$ cat src/rtl/led_dimmer_pkg.sv
package led_dimmer_pkg;

  localparam int LED_CH = 4;
  localparam int DUTY_W = 8;
  localparam int MODE_W = 2;
  localparam int ADDR_W = 3;

  localparam logic [ADDR_W-1:0] ADR_CTRL  = 3'd0;
  localparam logic [ADDR_W-1:0] ADR_DUTY0 = 3'd1;
  localparam logic [ADDR_W-1:0] ADR_GRP   = 3'd5;
  localparam logic [ADDR_W-1:0] ADR_GFREQ = 3'd6;
  localparam logic [ADDR_W-1:0] ADR_MODE  = 3'd7;

  typedef enum logic [MODE_W-1:0] {
    MODE_OFF = 2'b00,
    MODE_ON  = 2'b01,
    MODE_IND = 2'b10,
    MODE_GRP = 2'b11
  } led_mode_e;

  typedef enum logic [1:0] {
    POL_LOW   = 2'b00,
    POL_HIORZ = 2'b01,
    POL_Z     = 2'b10,
    POL_RSVD  = 2'b11
  } off_pol_e;

  typedef struct packed {
    logic [LED_CH-1:0][DUTY_W-1:0] duty;
    logic [DUTY_W-1:0]             grpDuty;
    logic [LED_CH-1:0][MODE_W-1:0] mode;
    logic                          stageOnStop;
    logic                          grpBypass;
    off_pol_e                      offPolicy;
    logic                          driveHigh;
  } cfg_t;

  typedef struct packed {
    logic fastTick;
    logic grpTick;
  } tick_t;

endpackage

$ cat src/rtl/led_dimmer_ctrl.sv
module led_dimmer_ctrl
  import led_dimmer_pkg::*;
#(
  parameter int FAST_DIV = 2,
  parameter int GRP_PRE  = 4
) (
  input  logic              clk,
  input  logic              rstN,
  input  logic              wrEn,
  input  logic [ADDR_W-1:0] wrAddr,
  input  logic [DUTY_W-1:0] wrData,
  input  logic              stopStrobe,
  output cfg_t              cfg,
  output tick_t             ticks
);

  localparam int FD_W = (FAST_DIV > 1) ? $clog2(FAST_DIV) : 1;
  localparam int GP_W = (GRP_PRE > 1) ? $clog2(GRP_PRE) : 1;

  // tick generation
  logic [FD_W-1:0] fastDivCnt;
  logic [GP_W-1:0] grpPreCnt;
  logic fastTick, grpTick;

  assign fastTick = (fastDivCnt == FD_W'(FAST_DIV - 1));
  assign grpTick  = fastTick && (grpPreCnt == GP_W'(GRP_PRE - 1));

  always_ff @(posedge clk or negedge rstN) begin
    if (!rstN) begin
      fastDivCnt <= '0;
      grpPreCnt  <= '0;
    end else begin
      fastDivCnt <= fastTick ? '0 : fastDivCnt + 1'b1;
      if (fastTick) grpPreCnt <= grpTick ? '0 : grpPreCnt + 1'b1;
    end
  end

  assign ticks.fastTick = fastTick;
  assign ticks.grpTick  = grpTick;

  // register file: shadow copies follow writes, active copies drive pins
  logic [DUTY_W-1:0]             shdDuty [LED_CH];
  logic [DUTY_W-1:0]             actDuty [LED_CH];
  logic [DUTY_W-1:0]             shdGrp, actGrp;
  logic [LED_CH*MODE_W-1:0]      shdMode, actMode;
  logic                          stageOnStop, grpBypass, driveHigh;
  off_pol_e                      offPolicy;

  logic [LED_CH-1:0] dutyWr;
  logic ctrlWr, grpWr, modeWr;

  always_comb begin
    for (int i = 0; i < LED_CH; i++)
      dutyWr[i] = wrEn && (wrAddr == ADR_DUTY0 + ADDR_W'(i));
  end
  assign ctrlWr = wrEn && (wrAddr == ADR_CTRL);
  assign grpWr  = wrEn && (wrAddr == ADR_GRP);
  assign modeWr = wrEn && (wrAddr == ADR_MODE);

  always_ff @(posedge clk or negedge rstN) begin
    if (!rstN) begin
      for (int i = 0; i < LED_CH; i++) begin
        shdDuty[i] <= '0;
        actDuty[i] <= '0;
      end
      shdGrp      <= '1;
      actGrp      <= '1;
      shdMode     <= '0;
      actMode     <= '0;
      stageOnStop <= 1'b0;
      grpBypass   <= 1'b0;
      offPolicy   <= POL_LOW;
      driveHigh   <= 1'b0;
    end else begin
      if (stopStrobe) begin
        for (int i = 0; i < LED_CH; i++) actDuty[i] <= shdDuty[i];
        actGrp  <= shdGrp;
        actMode <= shdMode;
      end
      for (int i = 0; i < LED_CH; i++) begin
        if (dutyWr[i]) begin
          shdDuty[i] <= wrData;
          if (!stageOnStop) actDuty[i] <= wrData;
        end
      end
      if (grpWr) begin
        shdGrp <= wrData;
        if (!stageOnStop) actGrp <= wrData;
      end
      if (modeWr) begin
        shdMode <= wrData[LED_CH*MODE_W-1:0];
        if (!stageOnStop) actMode <= wrData[LED_CH*MODE_W-1:0];
      end
      if (ctrlWr) begin
        stageOnStop <= wrData[0];
        grpBypass   <= wrData[1];
        offPolicy   <= off_pol_e'(wrData[3:2]);
        driveHigh   <= wrData[4];
      end
    end
  end

  always_comb begin
    for (int i = 0; i < LED_CH; i++) begin
      cfg.duty[i] = actDuty[i];
      cfg.mode[i] = actMode[i*MODE_W +: MODE_W];
    end
  end
  assign cfg.grpDuty     = actGrp;
  assign cfg.stageOnStop = stageOnStop;
  assign cfg.grpBypass   = grpBypass;
  assign cfg.offPolicy   = offPolicy;
  assign cfg.driveHigh   = driveHigh;

endmodule

$ cat src/rtl/led_dimmer_dp.sv
module led_dimmer_dp
  import led_dimmer_pkg::*;
(
  input  logic              clk,
  input  logic              rstN,
  input  cfg_t              cfg,
  input  tick_t             ticks,
  input  logic              oeN,
  output logic [LED_CH-1:0] ledData,
  output logic [LED_CH-1:0] ledEn
);

  logic [DUTY_W-1:0] fastCnt, grpCnt;

  always_ff @(posedge clk or negedge rstN) begin
    if (!rstN) begin
      fastCnt <= '0;
      grpCnt  <= '0;
    end else begin
      if (ticks.fastTick) fastCnt <= fastCnt + 1'b1;
      if (ticks.grpTick)  grpCnt  <= grpCnt + 1'b1;
    end
  end

  logic grpGate;
  assign grpGate = cfg.grpBypass || (grpCnt < cfg.grpDuty);

  // pin state while outputs are disabled, shared by all channels
  logic offEn, offData;
  always_comb begin
    unique case (cfg.offPolicy)
      POL_LOW:   begin offEn = 1'b1;          offData = 1'b0; end
      POL_HIORZ: begin offEn = cfg.driveHigh; offData = cfg.driveHigh; end
      default:   begin offEn = 1'b0;          offData = 1'b0; end
    endcase
  end

  for (genvar c = 0; c < LED_CH; c++) begin : g_ch
    logic indOn, src;
    assign indOn = (fastCnt < cfg.duty[c]);
    always_comb begin
      unique case (led_mode_e'(cfg.mode[c]))
        MODE_OFF: src = 1'b0;
        MODE_ON:  src = 1'b1;
        MODE_IND: src = indOn;
        default:  src = indOn && grpGate;
      endcase
    end
    assign ledEn[c]   = !oeN || offEn;
    assign ledData[c] = oeN ? offData : src;
  end

endmodule

$ cat src/rtl/led_dual_dimmer.sv
module led_dual_dimmer
  import led_dimmer_pkg::*;
#(
  parameter int FAST_DIV = 2,
  parameter int GRP_PRE  = 4
) (
  input  logic              clk,
  input  logic              rstN,
  input  logic              wrEn,
  input  logic [ADDR_W-1:0] wrAddr,
  input  logic [DUTY_W-1:0] wrData,
  input  logic              stopStrobe,
  input  logic              oeN,
  output logic [LED_CH-1:0] ledData,
  output logic [LED_CH-1:0] ledEn
);

  cfg_t  cfgBus;
  tick_t tickBus;

  led_dimmer_ctrl #(.FAST_DIV(FAST_DIV), .GRP_PRE(GRP_PRE)) ctrl (
    .clk(clk), .rstN(rstN), .wrEn(wrEn), .wrAddr(wrAddr), .wrData(wrData),
    .stopStrobe(stopStrobe), .cfg(cfgBus), .ticks(tickBus)
  );

  led_dimmer_dp dp (
    .clk(clk), .rstN(rstN), .cfg(cfgBus), .ticks(tickBus), .oeN(oeN),
    .ledData(ledData), .ledEn(ledEn)
  );

endmodule

$ cat config.mk
export PLATFORM = sky130hd
export DESIGN_NAME = led_dual_dimmer
export DESIGN_NICKNAME = d
export VERILOG_FILES = /design/src/rtl/led_dimmer_pkg.sv /design/src/rtl/led_dimmer_ctrl.sv /design/src/rtl/led_dimmer_dp.sv /design/src/rtl/led_dual_dimmer.sv
export SDC_FILE = /design/constraint.sdc
export NUM_CORES = 1
export LEC_CHECK = 0
export BUFFER_PORTS_ARGS = -buffer_cell sky130_fd_sc_hd__buf_2
export CAP_MARGIN = 0
export CORE_UTILIZATION = 50
export CTS_CLUSTER_SIZE = 10
export DETAILED_ROUTE_END_ITERATION = 7
export HOLD_SLACK_MARGIN = 0.05
export PLACE_DENSITY = 0.73
export SYNTH_ARGS = -nofsm -noshare
export SYNTH_HDL_FRONTEND = slang
export SYNTH_HIERARCHICAL = 1
export SYNTH_SLANG_ARGS = --single-unit
$ cat constraint.sdc
create_clock -name clk -period 2.3 [get_ports clk]
set_input_delay 0.345 -clock clk [delete_from_list [all_inputs] [get_ports clk]]
set_output_delay 0.345 -clock clk [all_outputs]
set_load 0.05 [all_outputs]
* Word level (Yosys, flattened, before mapping) *
Cells that the tools add are included.

word-level totals
  flip-flop bits (word level) = 120
  input port bits = 16
  output and inout bits = 8
  word-level logic and storage cells = 93

operators by class
  add/subtract/negate cells = 4
  magnitude comparators = 5
  eq/ne operators = 16
  multiplexer cells = 27
  reduce and logical (&&, ||, !) cells = 21

operators with widths
  kind                   number
  $mux W8                14
  $lt A8 B8 Y1           5
  $mux W32               1
  $add A8 B1 Y8 const B  2
  $logic_and A1 B1 Y1    12
  $pmux W1 S3            4
  $eq A2 B1 Y1 const B   5
  $eq A2 B2 Y1 const B   5
  $logic_not A2 Y1       5
  $eq A3 B3 Y1 const B   3
  $eq A3 B2 Y1 const B   2
  $mux W1                6
  $eq A3 B1 Y1 const B   1
  $logic_not A3 Y1       1
  $add A2 B1 Y2 const B  1
  $logic_or A1 B1 Y1     2
  $mux W2                1
  $pmux W1 S2            1
  $add A1 B1 Y1 const B  1
  $logic_not A1 Y1       1

* Depth between registers and ports, before layout *
Gate-level depths: netlist of run 1.

  depth in word-level cells = 5
  depth in mapped cells = 6
  gate-level depth less buffers = 6

* Cells and area by module *
The synthesis of run 1 kept the hierarchy.

by module, submodules not included
  module           instances  cells each  area an instance (sq um)  sequential area each (sq um)
  led_dimmer_ctrl  1          302         4,673.2                   2,622.5
  led_dimmer_dp    1          200         1,767.9                   400.4

* Worst setup path after synthesis of run 1 *
Ideal clock, no wire load.

  kind = register to output
  from = register dp.fastCnt[5]
  to = output port ledData[1]
  data arrival time = 2,151 ps
  data required time = 1,955 ps
  setup slack = -196 ps
  cell stages (with the launch flop) = 6
  cell sequence = dfrtp_1 -> ha_1 -> a2111oi_2 -> o21a_1 -> o21ai_0 -> a22oi_1

between the ends
  longest elaborated chain between the ends = 4

ends and longest elaborated chain
  item                    RTL line               text
  start, declared         led_dimmer_dp.sv:13    logic [DUTY_W-1:0] fastCnt, grpCnt;
  start signal, assigned  led_dimmer_dp.sv:20    if (ticks.fastTick) fastCnt <= fastCnt + 1'b1;
  $lt A8 B8 Y1 (*)        led_dimmer_dp.sv:40    assign indOn = (fastCnt < cfg.duty[c]);
  $logic_and A1 B1 Y1     led_dimmer_dp.sv:46    default: src = indOn && grpGate;
  $pmux W1 S3 (*)         led_dimmer_dp.sv:42    unique case (led_mode_e'(cfg.mode[c]))
  $mux W1 (*)             led_dimmer_dp.sv:50    assign ledData[c] = oeN ? offData : src;
  end, declared           led_dual_dimmer.sv:14  output logic [LED_CH-1:0] ledData,

Mark *: on every way between the ends. The rest lies on a longest branch, timed or not.

* Final worst setup path of run 1 *
  from = register dp.fastCnt[7]
  to = output port ledData[1]

The elaborated chain is that of the path after synthesis.

==> results of run 1 <==
[report_power, final]
| part | switching, W | leakage (nW) | internal [W] |
|---|---|---|---|
| Sequential | 0.000246 | 1.42 | 0.00260 |
| Clock | 0.000939 | 0.280 | 0.00164 |
| Combinational | 0.000853 | 1.64 | 0.000978 |
| Total | 0.00204 | 3.35 | 0.00521 |
[path summary, 6_finish.rpt]
kind / slack [ps] / depth (start not counted) / end
min in group clk: 440 / 2 / ctrl/shdDuty[13]
worst min register to register: 500 / 1 / ctrl/shdDuty[11]
max in group asynchronous: 1120 / 3 / ctrl/actGrp[6]
worst max register to register: 500 / 3 / ctrl/cfg[34]
worst max-delay path: -280 / 5 / ledData[1]
worst min-delay path: 440 / 2 / ctrl/cfg[31]
[cell type report]
| class | count | area share |
|---|---|---|
| Timing Repair Buffer | 36 | 0.03548 |
| Multi-Input combinational cell | 317 | 0.4464 |
| Clock inverter | 13 | 0.01684 |
| Clock buffer | 19 | 0.05919 |
| Tap cell | 172 | 0.02812 |
| Inverter | 37 | 0.01815 |
| Sequential cell | 120 | 0.3958 |
[routing by layer]
| layer | GRT usage | wire [um] | vias up |
|---|---|---|---|
| li1 | - | - | 1852 |
| met4 | 0.09957 | 348 | 0 |
| met2 | 0.3832 | 7007 | 82 |
| met5 | 0 | 0 | - |
| met3 | 0.05962 | 510 | 32 |
| met1 | 0.3000 | 6248 | 2065 |
[registers in the layout, indices dropped and copies added (netlist names)]
signal,cells
ctrl/grpPreCnt,2
ctrl/fastDivCnt,1
dp/fastCnt,8
ctrl/cfg,32
ctrl/actGrp,8
dp/grpCnt,8
ctrl/shdGrp,8
ctrl/shdDuty,32
ctrl/stageOnStop,1
ctrl/driveHigh,1
ctrl/actMode,8
ctrl/offPolicy,2
ctrl/shdMode,8
ctrl/grpBypass,1
[layout by cell type, fill, tap and decap left out, types with 10 or more instances in the layout]
cell type	count
sky130_fd_sc_hd__buf_2	18
sky130_fd_sc_hd__buf_4	10
sky130_fd_sc_hd__clkbuf_16	17
sky130_fd_sc_hd__dfrtp_1	99
sky130_fd_sc_hd__dfstp_2	16
sky130_fd_sc_hd__ha_1	23
sky130_fd_sc_hd__ha_4	11
sky130_fd_sc_hd__inv_1	37
sky130_fd_sc_hd__mux2_2	143
sky130_fd_sc_hd__nand2_1	12
sky130_fd_sc_hd__nor2_1	10
[critical path, stage by stage, from the launching register on]
cell and delay, ps:
sky130_fd_sc_hd__dfrtp_2 460, sky130_fd_sc_hd__ha_1 340, sky130_fd_sc_hd__a2111oi_2 450, sky130_fd_sc_hd__o21ai_2 130
sky130_fd_sc_hd__a22oi_2 240, sky130_fd_sc_hd__buf_6 190
[stage by stage]
step | hold WS (ps) | power [W] | TNS, ps | cell area (um2) | std cells
finish | 435.8 | 0.007250 | -1050 | 7652 | 714
floorplan | 49.41 | 0.004050 | -496.1 | 6439 | 501
detailed placement | 344.0 | 0.004423 | -196.8 | 6719 | 680
global route | 417.9 | 0.007642 | -1414 | 7652 | 714
CTS | 408.3 | 0.007241 | -933.2 | 7597 | 714
global placement | 338.9 | 0.004332 | -78.72 | 6719 | 680
[what timing repair did]
action                                  4_1_cts  5_1_grt
hold buffers                                  1        0
gates cloned                                  0        0
gates resized for setup                      47        5
endpoints found under the hold margin        33        0
endpoints found under the setup margin        4        4
setup buffers                                 1        0
pin swaps                                    14        1
==> impl_metrics.ini, run 1 <==
[route]
vias = 4031
number_of_drc_markers_in_iteration_0 = 125
drt-pass1-iter-count = 4
antenna_violating_nets_post_route = 0
drc_errors = 0
wl_per_cell_um = 19.77
drt-vias-per-instance = 5.646
routed_wirelength_um = 14120

[final_layout]
final_nets = 583
diodes = 0
final-seq-area_um2 = 3029
finish.utilization = 0.6089
final_layout_size_suffix_gt1_frac = 0.5166
multi_input_logic_area_um2 = 3416
area_delta_synth_final_pct = 18.94
n_fill_cell = 954

[cts]
clkTransAtPathRegs_ps = 60
clock_insertion_delay_worst_skew_ps = 420
cts_made_buffers = 17
numClockSinks = 120
max-clock-path-buffers = 2
cts-root-buf = sky130_fd_sc_hd__clkbuf_16
h-tree-depth = 4
cts_tree = yes

[floorplan]
horizontal_extent_of_the_die_um = 115.4
io_pins = 24
start_util = 0.5119
floorplan.core_area_um2 = 12570
die-area_um2 = 13330
die_y_um = 115.4
row_count = 41

[yosys]
yosysWarnings = 6
syn_inst = 501
netlist_area_um2 = 6434
synthesis.nets = 555
syn_avg_cell_area_um2 = 12.84

[grt]
globalRoute.totalOverflow = 0
first_global_vias = 4297
antenna_found_initial = 0
wire_length_of_the_first_global_routing_pass_um = 22780
groute.usage.overall = 0.2355
grt_start_max_net_pins = 51

[critical_path]
cp.required_ps = 1960
timing.setup.critical_path_class = reg -> out
cp-startpoint = dp/fastCnt[7]
worst_r2r_startpoint = ctrl/stageOnStop
worst-endpoint-arrival_ps = 2240
worstSetupStartpointType = flip-flop
cp_max_fo = 5
critical_path.endpoint_type = output port

[sta]
min_cycle_time_layout_ps = 2583
worst_slew_margin_rel = 0.5456
setup_slack_ps = -282.7
final_hold_viol_count = 0
finalSetupViolations = 4
timing_max_transition_violations_final = 0
final_cycle_utilization_of_the_critical_path = 1.123
fin_skew_ps = 5.732
tightest_slew_ps = 677.9
fmax_mhz = 387.2
grt_setup_unrepaired = true

[power_and_ir_drop]
power.leakage_nw = 3.347
irDropWorstVdd_v = 0.0005525
pwr_density_cell_nw_per_um2 = 947.5

[place]
worst_setup_slack_before_clock_tree_synthesis_ps = -78.63
gp_congestion = 0.7987
hpwlAfterDp_um = 9204
port-buffer-count = 23

[run]
drv_cap = 0

[run_status]
run_status = complete, but fails checks
violations = setup timing

[min_path]
hp-class = in -> async
No activity file was read; power rests on OpenSTA's default activity.
==> run 2, diff against run 1 <==
ABC_AREA = 1   (was not set)
CELL_PAD_IN_SITES_DETAIL_PLACEMENT = 0   (was not set)
CELL_PAD_IN_SITES_GLOBAL_PLACEMENT = 1   (was not set)
CORE_UTILIZATION = 47   (was 50)
PLACE_DENSITY = 0.86   (was 0.73)
==> impl_metrics.ini, run 2 <==
[sta]
fmax_mhz = 400.2
grt_setup_unrepaired = true
worst_slew_margin_rel = 0.5287
min_cycle_time_layout_ps = 2499
hold-worst-slack_ps = 316.6
tightest_slew_ps = 706.2
fin_skew_ps = 6.192
final_hold_viol_count = 0
finalSetupViolations = 4
final_cycle_utilization_of_the_critical_path = 1.086
setup_slack_ps = -198.6
timing_max_transition_violations_final = 0

[critical_path]
critPathBufInv = 3
reg2reg_slack_ps = 610
critical-path-top-delay-family = simple AND/OR/NAND/NOR gates
critical_path.cell_chain = inv_1, ha_4, nand2_1, inv_1, nor3_2, nand2_2, nand2_4, nand3_2, nand2_1, nand2_1, nand2_2, buf_8
worstSetupStartpointType = flip-flop
timing.setup.critical_path_class = reg -> out
worst_r2r_startpoint = ctrl/fastDivCnt
worst_path_max_delay_cell = sky130_fd_sc_hd__dfstp_2
critical_path.endpoint_type = output port
worst-endpoint-arrival_ps = 2150
crit_top_cell = sky130_fd_sc_hd__nand2_1
cp_max_fo = 4
r2r_end = dp/grpCnt[7]
cp.required_ps = 1960
worst-r2r-cell-count = 6
cpPeakStageDelay_ps = 530

[run_status]
violations = setup timing
run_status = complete, but fails checks

[floorplan]
die_y_um = 120.5
start_util = 0.4910
row_count = 42
floorplan.core_area_um2 = 13450
horizontal_extent_of_the_die_um = 120.5
io_pins = 24
die-area_um2 = 14530

[power_and_ir_drop]
power.leakage_nw = 3.969
share_seq_of_total_power = 0.381
power_switching_w = 0.002049
netSwitchingFraction = 0.2911
irDropWorstVdd_v = 0.0006168
p_clk_frac = 0.417
pwr_density_cell_nw_per_um2 = 918.9
combinationalPowerShare = 0.201
cellInternalPower_w = 0.004988

[cts]
cts_made_buffers = 17
cts-root-buf = sky130_fd_sc_hd__clkbuf_16
h-tree-depth = 4
clkTransAtPathRegs_ps = 50
clock_insertion_delay_worst_skew_ps = 410
numClockSinks = 120
max-clock-path-buffers = 2
cts_tree = yes

[yosys]
syn_inst = 831
synthesis.nets = 885
syn_avg_cell_area_um2 = 7.948
netlist_area_um2 = 6605
yosysWarnings = 6

[place]
port-buffer-count = 23
gp_congestion = 0.7963
hpwlAfterDp_um = 9781
dpl.cell_count = 994

[grt]
grt_start_max_net_pins = 110
wire_length_of_the_first_global_routing_pass_um = 25150
first_global_vias = 5017
antenna_found_initial = 0
groute.usage.overall = 0.2278
globalRoute.totalOverflow = 0

[route]
drt-pass1-iter-count = 5
antenna_violating_nets_post_route = 0
routed_wirelength_um = 15080
drc_errors = 0
vias = 5157
number_of_drc_markers_in_iteration_0 = 418
wl_per_cell_um = 14.61
drt-vias-per-instance = 4.997

[final_layout]
area_delta_synth_final_pct = 15.95
final_layout_size_suffix_gt1_frac = 0.1717
commonest_cells_after_routing_fill_and_taps_aside = sky130_fd_sc_hd__nand2_1 (230), sky130_fd_sc_hd__inv_1 (138), sky130_fd_sc_hd__dfrtp_1 (98)
final_nets = 897
finish.cell_count_without_fillers = 1032
leading_cell_type_in_the_layout_fill_and_taps_excluded = sky130_fd_sc_hd__nand2_1
diodes = 0

[min_path]
hp-class = in -> async

[run]
drv_cap = 0
-- run 2: changes by cell type in the layout (fill, tap and decap cells not counted), sizes merged, moves of 5 or more --
cell     change
buf          -5
inv        +115
nand2      +229
a21oi       +20
mux2       -150
o21a         +8
nand3       +21
o21ai      +114
a2111oi      -9
nor3b        -7
nor3        -13
and2         -5
nor2        +17
-- run 2: area by class of cell --
class	count	area, um2
inverters	151	566.8
multi-input cells	522	2952
clock buffers	19	452.9
repair buffers	31	237.7
clock inverters	13	198.9
fillers	1254	5794
flip-flops and latches	120	3030
well taps	176	220.2
-- run 2: how the worst max path moves through the flow --
stage                         startpoint    endpoint  slack, ps  cells past startpoint
after detailed placement  ctrl/actGrp[5]  ledData[1]        -10                     12
after CTS                 ctrl/actGrp[5]  ledData[1]       -260                     12
after global routing      ctrl/actGrp[7]  ledData[1]       -310                     13
after floorplan           ctrl/actGrp[5]  ledData[0]        210                     11
after global placement    ctrl/actGrp[5]  ledData[0]         60                     12
final                     ctrl/actGrp[7]  ledData[1]       -200                     12
-- run 2: routing by layer --
metal,wire [um],vias to the layer above,global-route usage
met1,7106,2453,0.3173
met3,652,9,0.04528
met2,7199,88,0.3639
li1,-,2607,-
met5,0,-,0
met4,123,0,0.05864
-- run 2: through the flow --
step / setup TNS [ps] / worst slack (ps) / total power, W / instance area (um2) / utilization
2_1_floorplan: 0 / 205.0 / 0.003671 / 6605 / -
3_3_place_gp: 0 / 63.27 / 0.003947 / 6764 / 0.5028
3_5_place_dp: -13.45 / -9.550 / 0.004003 / 6764 / 0.5028
4_1_cts: -1027 / -260.1 / 0.007030 / 7542 / 0.5606
5_1_grt: -1190 / -312.1 / 0.007436 / 7659 / 0.5693
6_report: -737.9 / -198.6 / 0.007037 / 7659 / 0.5693
-- run 2: power groups by stage --
stage / clock network, W / registers [W] / logic (W)
final: 0.00294 / 0.00268 / 0.00142
after global routing: 0.00307 / 0.00273 / 0.00164
after CTS: 0.00297 / 0.00268 / 0.00137
after detailed placement: 0 / 0.00272 / 0.00129
after global placement: 0 / 0.00270 / 0.00125
after floorplan: 0 / 0.00265 / 0.00102
-- run 2: what timing repair did --
item | CTS | global route
setup endpoints to repair | 4 | 4
hold endpoints to repair | 11 | 0
setup buffers | 2 | 3
resized for setup | 24 | 20
pin swaps | 9 | 11
hold buffers | 1 | 0
==> run 3, diff against run 2 <==
ABC_AREA = not set   (was 1)
CORE_UTILIZATION = 50   (was 47)
PLACE_DENSITY = 0.84   (was 0.86)
==> impl_metrics.ini, run 3 (synthesis results as in run 1) <==
[cts]
clock_insertion_delay_worst_skew_ps = 410
max-clock-path-buffers = 2
numClockSinks = 120
cts-root-buf = sky130_fd_sc_hd__clkbuf_16
cts_tree = yes
cts_made_buffers = 17
clkTransAtPathRegs_ps = 50
h-tree-depth = 4

[final_layout]
leading_cell_type_in_the_layout_fill_and_taps_excluded = sky130_fd_sc_hd__mux2_2
final_layout_size_suffix_gt1_frac = 0.5037
commonest_cells_after_routing_fill_and_taps_aside = sky130_fd_sc_hd__mux2_2 (143), sky130_fd_sc_hd__dfrtp_1 (100), sky130_fd_sc_hd__inv_1 (36)
area_delta_synth_final_pct = 19.35
final_nets = 585
multi_input_logic_area_um2 = 3366
finish.utilization = 0.6110
n_fill_cell = 963
final-seq-area_um2 = 3028
diodes = 0

[route]
antenna_violating_nets_post_route = 0
routed_wirelength_um = 14160
wl_per_cell_um = 19.77
drt-pass1-iter-count = 4
drc_errors = 0
vias = 3962
drt-vias-per-instance = 5.534
number_of_drc_markers_in_iteration_0 = 127

[critical_path]
worstSetupStartpointType = flip-flop
critical_path.cell_chain = buf_4, ha_4, a2111oi_4, o21ai_1, a21o_1, a22oi_2, buf_6
worst_path_max_delay_cell = sky130_fd_sc_hd__dfrtp_2
critical-path-top-delay-family = compound AO/OA/AOI/OAI gates
cp_max_fo = 6
timing.setup.critical_path_class = reg -> out
critical_path.endpoint_type = output port
cp.required_ps = 1960
critPathBufInv = 2
reg2reg_slack_ps = 540
worst-endpoint-arrival_ps = 2310
cpPeakStageDelay_ps = 490

[floorplan]
horizontal_extent_of_the_die_um = 115.4
die-area_um2 = 13330
row_count = 41
io_pins = 24
floorplan.core_area_um2 = 12570
die_y_um = 115.4
start_util = 0.5119

[grt]
first_global_vias = 4258
globalRoute.totalOverflow = 0
wire_length_of_the_first_global_routing_pass_um = 22890
antenna_found_initial = 0
groute.usage.overall = 0.2387
grt_start_max_net_pins = 49

[sta]
tightest_slew_ps = 595.9
timing_max_transition_violations_final = 0
fmax_mhz = 376.1
worst_slew_margin_rel = 0.6014
final_cycle_utilization_of_the_critical_path = 1.156
grt_setup_unrepaired = true
min_cycle_time_layout_ps = 2659
fin_skew_ps = 7.552
totalNegativeSetupSlack_ps = -1157
hold-worst-slack_ps = 412.0
finalSetupViolations = 4
final_hold_viol_count = 0
setup_slack_ps = -358.8

[run]
drv_cap = 0

[min_path]
hp-class = in -> reg

[place]
gp_congestion = 0.8111
port-buffer-count = 23
hpwlAfterDp_um = 8986

[power_and_ir_drop]
pwr_density_cell_nw_per_um2 = 968.6
irDropWorstVdd_v = 0.0005571
power.leakage_nw = 3.393

[run_status]
run_status = complete, but fails checks
violations = setup timing
==> run 3: cell types whose count changed in the layout (fill, tap and decap cells not counted), moves of 9 or more <==
cell / before / now
sky130_fd_sc_hd__nor2_1: 23 / 10
sky130_fd_sc_hd__a21oi_1: 18 / 4
sky130_fd_sc_hd__nand2_2: 9 / 0
sky130_fd_sc_hd__nand2_1: 230 / 12
sky130_fd_sc_hd__o21ai_1: 66 / 6
sky130_fd_sc_hd__o21ai_0: 52 / 5
sky130_fd_sc_hd__inv_1: 138 / 36
sky130_fd_sc_hd__nand3_1: 13 / 1
sky130_fd_sc_hd__inv_2: 13 / 1
sky130_fd_sc_hd__mux2_2: 2 / 143
==> run 3: metrics by stage <==
stage	total power, W	worst slack, ps	instance area, um2	instances
floorplan	0.004050	-165.5	6439	501
global placement	0.004340	-26.72	6731	680
detailed placement	0.004421	-61.83	6731	680
CTS	0.007434	-311.9	7605	713
global route	0.007798	-382.8	7679	716
finish	0.007437	-358.8	7679	716
==> run 3: timing repair <==
item | 4_1_cts | 5_1_grt
hold buffers | 1 | 0
gates resized for setup | 37 | 6
hold endpoints to repair | 26 | 0
pin swaps | 6 | 7
buffers inserted | 0 | 3
setup endpoints to repair | 4 | 4
==> run 3: layer usage <==
metal / vias to the layer above / GRT usage / routed length, um
met1: 2032 / 0.3013 / 6307
met4: 0 / 0.08225 / 214
met3: 22 / 0.05910 / 486
li1: 1859 / - / -
met5: - / 0 / 0
met2: 49 / 0.4008 / 7147
==> run 3: report_power, final <==
group	internal (W)	switching [W]
registers	0.00260	0.000250
logic	0.000954	0.000849
clock network	0.00189	0.000895
total	0.00544	0.00199
==> run 3: path summary, 6_finish.rpt <==
check	cells after the start	endpoint	startpoint
max in group asynchronous	3	dp/fastCnt[3]	rstN
min in group asynchronous	2	ctrl/cfg[30]	rstN
max	7	ledData[0]	dp/fastCnt[5]
min reg2reg	1	ctrl/shdDuty[11]	ctrl/shdDuty[11]
max reg2reg	3	ctrl/cfg[30]	ctrl/stageOnStop
min	2	ctrl/cfg[34]	wrData[5]
==> run 3: layout make-up <==
class                           count  area share
Clock buffer                       23     0.06225
Clock inverter                      9     0.01890
Inverter                           37     0.01809
Multi-Input combinational cell    317      0.4383
Sequential cell                   120      0.3943
Tap cell                          172     0.02803
Timing Repair Buffer               38     0.04008
==> run 3: worst reg2reg max path, stage by stage (launching register included) <==
cell	delay, ps
sky130_fd_sc_hd__dfrtp_1	460
sky130_fd_sc_hd__nor3b_1	300
sky130_fd_sc_hd__nand3b_1	440
sky130_fd_sc_hd__mux2_2	440
